**src/rtl/wavetimer_pkg.sv**
```systemverilog
package wavetimer_pkg;

  typedef enum logic [1:0] {
    WID_16  = 2'd0,
    WID_8   = 2'd1,
    WID_32  = 2'd2,
    WID_RSV = 2'd3
  } width_e;

  typedef enum logic [1:0] {
    WV_FREQ_PER = 2'd0,
    WV_FREQ_CMP = 2'd1,
    WV_PWM_PER  = 2'd2,
    WV_PWM_CMP  = 2'd3
  } wave_e;

  function automatic logic mode_is_pwm(wave_e m);
    return (m == WV_PWM_PER) || (m == WV_PWM_CMP);
  endfunction

  function automatic logic mode_top_from_cmp(wave_e m);
    return (m == WV_FREQ_CMP) || (m == WV_PWM_CMP);
  endfunction

endpackage

```
**src/rtl/wt_limits.sv**
```systemverilog
module wt_limits
  import wavetimer_pkg::*;
#(
  parameter int CNT_W = 32,
  parameter int PER_W = 8
) (
  input  width_e             width_sel,
  input  wave_e              wave_mode,
  input  logic [PER_W-1:0]   period,
  input  logic [CNT_W-1:0]   cmp0,
  output logic [CNT_W-1:0]   mask,
  output logic [CNT_W-1:0]   top
);
  localparam int NARROW_W = 8;
  localparam int MID_W    = 16;
  localparam logic [CNT_W-1:0] ALL1   = {CNT_W{1'b1}};
  localparam logic [CNT_W-1:0] MASK8  = ALL1 >> (CNT_W - NARROW_W);
  localparam logic [CNT_W-1:0] MASK16 = ALL1 >> (CNT_W - MID_W);

  function automatic logic [CNT_W-1:0] width_mask(width_e w);
    case (w)
      WID_8:   return MASK8;
      WID_32:  return ALL1;
      default: return MASK16;
    endcase
  endfunction

  function automatic logic [CNT_W-1:0] pick_top(wave_e m, width_e w,
                                                logic [CNT_W-1:0] per_ext,
                                                logic [CNT_W-1:0] cmp,
                                                logic [CNT_W-1:0] msk);
    if (mode_top_from_cmp(m)) return cmp & msk;
    else if (w == WID_8)      return per_ext & msk;
    else                      return msk;
  endfunction

  logic [CNT_W-1:0] per_ext;
  assign per_ext = CNT_W'(period);
  assign mask    = width_mask(width_sel);
  assign top     = pick_top(wave_mode, width_sel, per_ext, cmp0, mask);

  always_comb begin
    assert_top_in_width_R3: assert ((top & ~mask) == '0);
  end

endmodule

```
**src/rtl/wt_core.sv**
```systemverilog
module wt_core #(
  parameter int CNT_W = 32
) (
  input  logic             clk,
  input  logic             rst_n,
  input  logic             step,
  input  logic             down,
  input  logic [CNT_W-1:0] mask,
  input  logic [CNT_W-1:0] top,
  input  logic [CNT_W-1:0] cmp0,
  output logic [CNT_W-1:0] cnt_view,
  output logic             match_ev,
  output logic             wrap_ev,
  output logic             match_p,
  output logic             wrap_p
);
  logic [CNT_W-1:0] cnt_q;
  logic [CNT_W-1:0] cnt_nxt;

  function automatic logic [CNT_W-1:0] next_count(logic [CNT_W-1:0] c,
                                                  logic dn, logic wrap,
                                                  logic [CNT_W-1:0] tp,
                                                  logic [CNT_W-1:0] msk);
    if (wrap) return dn ? tp : '0;
    else      return (dn ? (c - 1'b1) : (c + 1'b1)) & msk;
  endfunction

  assign cnt_view = cnt_q & mask;
  assign match_ev = step && (cnt_view == (cmp0 & mask));
  assign wrap_ev  = step && (down ? (cnt_view == '0) : (cnt_view >= top));
  assign cnt_nxt  = next_count(cnt_view, down, wrap_ev, top, mask);

  always_ff @(posedge clk or negedge rst_n) begin
    if (!rst_n) begin
      cnt_q   <= '0;
      match_p <= 1'b0;
      wrap_p  <= 1'b0;
    end else begin
      if (step) cnt_q <= cnt_nxt;
      match_p <= match_ev;
      wrap_p  <= wrap_ev;
    end
  end

  assert_hold_without_step_R2: assert property (@(posedge clk) disable iff (!rst_n)
    !step |=> $stable(cnt_q));
  assert_pulse_after_step_R2: assert property (@(posedge clk) disable iff (!rst_n)
    (match_p || wrap_p) |-> $past(step));
  assert_up_wrap_zero_R6: assert property (@(posedge clk) disable iff (!rst_n)
    (wrap_p && !$past(down)) |-> (cnt_q == '0));
  assert_down_wrap_top_R6: assert property (@(posedge clk) disable iff (!rst_n)
    (wrap_p && $past(down)) |-> (cnt_q == $past(top)));

endmodule

```
**src/rtl/wt_wave.sv**
```systemverilog
module wt_wave
  import wavetimer_pkg::*;
(
  input  logic  clk,
  input  logic  rst_n,
  input  wave_e wave_mode,
  input  logic  down,
  input  logic  match_ev,
  input  logic  wrap_ev,
  output logic  wave_q
);
  logic pwm;
  logic wave_nxt;

  function automatic logic wave_next(logic cur, logic is_pwm, logic dn,
                                     logic mt, logic wr);
    if (is_pwm) begin
      if (wr)      return !dn;
      else if (mt) return dn;
      else         return cur;
    end else begin
      return mt ? !cur : cur;
    end
  endfunction

  assign pwm      = mode_is_pwm(wave_mode);
  assign wave_nxt = wave_next(wave_q, pwm, down, match_ev, wrap_ev);

  always_ff @(posedge clk or negedge rst_n) begin
    if (!rst_n) wave_q <= 1'b0;
    else        wave_q <= wave_nxt;
  end

  assert_freq_change_on_match_R8: assert property (@(posedge clk) disable iff (!rst_n)
    (!$past(pwm) && (wave_q != $past(wave_q))) |-> $past(match_ev));
  assert_pwm_wrap_level_R9: assert property (@(posedge clk) disable iff (!rst_n)
    $past(pwm && wrap_ev) |-> (wave_q == !$past(down)));

endmodule

```
**src/rtl/wavetimer.sv**
```systemverilog
module wavetimer
  import wavetimer_pkg::*;
#(
  parameter int CNT_W = 32,
  parameter int PER_W = 8
) (
  input  logic             clk,
  input  logic             rst_n,
  input  logic             enable,
  input  logic             tick,
  input  logic             count_down,
  input  logic [1:0]       width_sel,
  input  logic [1:0]       wave_mode,
  input  logic [PER_W-1:0] period,
  input  logic [CNT_W-1:0] cmp0,
  output logic [CNT_W-1:0] count,
  output logic             wave,
  output logic             match_pulse,
  output logic             wrap_pulse
);
  width_e           wsel;
  wave_e            wmode;
  logic [CNT_W-1:0] mask;
  logic [CNT_W-1:0] top;
  logic             step;
  logic             match_ev;
  logic             wrap_ev;

  assign wsel  = width_e'(width_sel);
  assign wmode = wave_e'(wave_mode);
  assign step  = enable && tick;

  wt_limits #(.CNT_W(CNT_W), .PER_W(PER_W)) u_limits (
    .width_sel (wsel),
    .wave_mode (wmode),
    .period    (period),
    .cmp0      (cmp0),
    .mask      (mask),
    .top       (top)
  );

  wt_core #(.CNT_W(CNT_W)) u_core (
    .clk      (clk),
    .rst_n    (rst_n),
    .step     (step),
    .down     (count_down),
    .mask     (mask),
    .top      (top),
    .cmp0     (cmp0),
    .cnt_view (count),
    .match_ev (match_ev),
    .wrap_ev  (wrap_ev),
    .match_p  (match_pulse),
    .wrap_p   (wrap_pulse)
  );

  wt_wave u_wave (
    .clk       (clk),
    .rst_n     (rst_n),
    .wave_mode (wmode),
    .down      (count_down),
    .match_ev  (match_ev),
    .wrap_ev   (wrap_ev),
    .wave_q    (wave)
  );

endmodule

```
**config.mk**
```make
export PLATFORM = sky130hd
export DESIGN_NAME = wavetimer
export DESIGN_NICKNAME = d
export VERILOG_FILES = /design/src/rtl/wavetimer_pkg.sv /design/src/rtl/wt_limits.sv /design/src/rtl/wt_core.sv /design/src/rtl/wt_wave.sv /design/src/rtl/wavetimer.sv
export SDC_FILE = /design/constraint.sdc
export NUM_CORES = 1
export LEC_CHECK = 0
export BUFFER_PORTS_ARGS = -buffer_cell sky130_fd_sc_hd__clkbuf_2
export CAP_MARGIN = 5
export CELL_PAD_IN_SITES_DETAIL_PLACEMENT = 1
export CELL_PAD_IN_SITES_GLOBAL_PLACEMENT = 1
export CORE_MARGIN = 5
export CORE_UTILIZATION = 45
export DETAILED_ROUTE_END_ITERATION = 7
export GPL_ROUTABILITY_DRIVEN = 0
export PLACE_DENSITY = 0.89
export SETUP_SLACK_MARGIN = 0.05
export SLEW_MARGIN = 20
export SYNTH_ARGS = -nofsm -noshare
export SYNTH_HDL_FRONTEND = slang
export SYNTH_SLANG_ARGS = --single-unit
```
**constraint.sdc**
```tcl
create_clock -name clk -period 6.8 [get_ports clk]
set_clock_uncertainty 0.2 [all_clocks]
set_input_delay 1.02 -clock clk [delete_from_list [all_inputs] [get_ports clk]]
set_output_delay 1.02 -clock clk [all_outputs]
set_load 0.03 [all_outputs]
```
==> flow_summary_export.csv <==
group,metric,value,unit
hold_path,hp-start,"u_core.cnt_q[30]",
floorplan,start_util,45.9,%
synth,synth_cell_types,57,
timing,setup_violations,0,
global_routing,grt_pass1_vias,5803,
timing,fin_crit_sh,72.0,%
synth,postSynthAreaPerCell,7.48,sq um
timing,hold_violations,0,
worst_setup_path,end_kind,"register",
cells_and_area,nets,840,
synth,synth.largest_area_cell,"dfrtp_1",
cells_and_area,antennaDiodeCount,0,
floorplan,rows,38,
worst_setup_path,cpPeakStageDelay,0.63,ns
worst_setup_path,worstSetupPathType,"in2reg",
worst_setup_path,worst_r2r_endpoint,"u_core.cnt_q[22]",
global_routing,grt-ovfl-total,0,
synth,async_flop_share,100,%
floorplan,fp.dieW,115,um
detailed_routing,initialDrtViolationCount,350,
synth,synth_top_area_share,17.5,%
worst_setup_path,arrival,4.90,ns
clock_network,cts_setup_buffers,0,
detailed_routing,drtPass1Iterations,6,
floorplan,core_area,0.0109,sq mm
worst_setup_path,cp.required,6.80,ns
synth,syn_inst,669,
timing,slew_headroom,39.3,%
detailed_routing,drcViolationCount,0,
synth,synthTopCellsByCount,"ha_1 (62), nand2_1 (62), o21ai_0 (53)",
synth,synth_warnings,0,
pwr,powerDensity,260,mW/mm^2
hold_path,hold_path_class,"reg2reg",
global_routing,grt_max_degree,40,
clock_network,cts_tree,"yes",
synth,syn_area,0.00500,sq mm
clock_network,cts_buffers,5,
synth,ys_seq_area_share,17.5,%
worst_setup_path,endpoint,"u_core.cnt_q[16]",
worst_setup_path,reg2regPathDepth,10,
worst_setup_path,critPathLaunchType,"input pin",
clock_network,insertion_delay,0.29,ns
global_routing,grt_usage,27.7,%
synth,ys_ff_latch,35,
detailed_routing,finalWirelength,18600,um
worst_setup_path,crit_chain,"clkbuf_2, inv_1, o21ai_0, ha_1, nand4_2, or4_4, o41ai_2, o21a_1, and3_2, nand2b_1, a31oi_1",
floorplan,io_pins,84,
placed_design,port-buffer-count,83,
cells_and_area,syn2layout_area_growth,10.8,%
placed_design,dp_hpwl,14600,um
floorplan,dieArea,0.0133,sq mm
global_routing,grt_pass1_wl,29400,um
cells_and_area,fin_util,50.9,%
detailed_routing,viasPerCell,6.40,
status,status,"finished clean",
synth,synth.area.top_cells,"dfrtp_1 (18%), ha_1 (16%), xor2_1 (6.0%)",
timing,period_minus_slack,4.90,ns
cells_and_area,fillCellCount,1449,
synth,synth_edf_count,0,
synth,syn_nets,781,
detailed_routing,antenna_left,0,
timing,fmax,0.204,GHz
pwr,vdd_ir_drop_max,0.164,mV
timing,rsz0062_at_grt,"no",
timing,setup_tns,0,ns
cells_and_area,drive_gt1_share,14.5,%
placed_design,postPlaceCellArea,0.00544,sq mm
cells_and_area,design_area,0.00554,sq mm
worst_setup_path,crit_path_top_delay_cell,"inv_1",
clock_network,ctsHoldBuffers,0,
global_routing,antenna_found_initial,0,
detailed_routing,num_vias,5561,
timing,slew_violations,0,
clock_network,cts.sinks,35,
worst_setup_path,crit_fanout,28,
job,maxCapViolations,0,
clock_network,clk_pin_slew,0.08,ns
clock_network,h-tree-depth,2,
hold_path,worstHoldPathCells,2,
clock_network,cts_buffer_depth,2,
floorplan,die_h,115,um
worst_setup_path,regToRegStartpoint,"u_core.cnt_q[0]",
clock_network,cts-root-buf,"clkbuf_8",
clock_network,cts_resized,0,
pwr,leakage,2.57,nW
worst_setup_path,rrSetupSlack,3.11,ns
timing,worst_pin_slew,0.911,ns
detailed_routing,wl_per_cell,21.3,um
worst_setup_path,cp-startpoint,"wave_mode[0]",
synth,synthFlopType,"dfrtp_1",
==> per-stage QoR <==
| step | power, mW | hold slack [ns] | worst slack [ns] | std cells |
|---|---|---|---|---|
| 2_1_floorplan | 1.01 | 0.304 | 2.14 | 669 |
| 3_3_place_gp | 1.22 | 0.339 | 1.56 | 860 |
| 3_5_place_dp | 1.27 | 0.360 | 1.31 | 860 |
| 4_1_cts | 1.43 | 0.384 | 1.59 | 868 |
| 5_1_grt | 1.55 | 0.425 | 1.66 | 869 |
| 6_report | 1.44 | 0.398 | 1.90 | 869 |
==> cells in the final DEF (no fill, tap or decap), types with 9 or more instances in the layout <==
cell type / instances
or3_1: 9
o21ai_1: 9
nor3_1: 10
o21ai_0: 53
clkbuf_2: 83
a21o_1: 14
inv_1: 15
xor2_1: 34
a31oi_1: 14
nand3_1: 32
ha_1: 62
nand2_1: 62
dfrtp_1: 35
a21oi_1: 49
nor4_1: 16
and2_1: 28
nor2_1: 49
xnor2_1: 18
nand2b_1: 32
==> logic make-up after synthesis <==
family,Yosys count,synth area share [%]
buf+inv,52,4.98
xor+xnor,52,9.10
mux,2,0.400
flops,35,17.5
fa+ha+maj,63,15.9
simple gates,265,26.9
compound gates,200,25.2
==> power by group <==
group          leakage [nW]  switching, mW  internal, mW  total [mW]
clock                0.0422         0.0787        0.0720       0.151
combinational          2.10          0.580         0.349       0.929
sequential            0.430         0.0985         0.260       0.359
==> flip-flops by register name (all words and copies together) (netlist names) <==
name / cells
u_core.cnt_q: 32
u_core.wrap_p: 1
u_core.match_p: 1
u_wave.wave_q: 1
==> worst min-delay path by stage <==
stage,end,slack (ns)
after floorplan,u_core.cnt_q[21],0.30
after global placement,u_core.cnt_q[25],0.34
after detailed placement,u_core.cnt_q[21],0.36
after CTS,u_core.cnt_q[30],0.38
after global routing,u_core.cnt_q[21],0.42
final,u_core.cnt_q[30],0.40
==> layout make-up <==
class                   count  area, sq um  area share [%]
multi-input cells         582         3880            70.0
flip-flops and latches     35          876            15.8
repair buffers             89          473            8.53
well taps                 140          175            3.16
clock buffers               7         76.3            1.38
inverters                  15         56.3            1.02
clock inverters             1         5.00          0.0903
==> worst max-delay path, delay by kind of cell <==
kind | cells | cell delay [ns]
compound gates | 4 | 1.15
buf+inv | 2 | 0.84
simple gates | 4 | 1.49
fa+ha+maj | 1 | 0.39
==> per-layer routing <==
layer,global-route usage (%),routed length [um],vias up
li1,-,-,2568
met2,49.4,9250,200
met5,0,0,-
met3,3.08,912,61
met1,34.1,7700,2732
met4,11.0,685,0
Power figures use the tool's default switching activity.
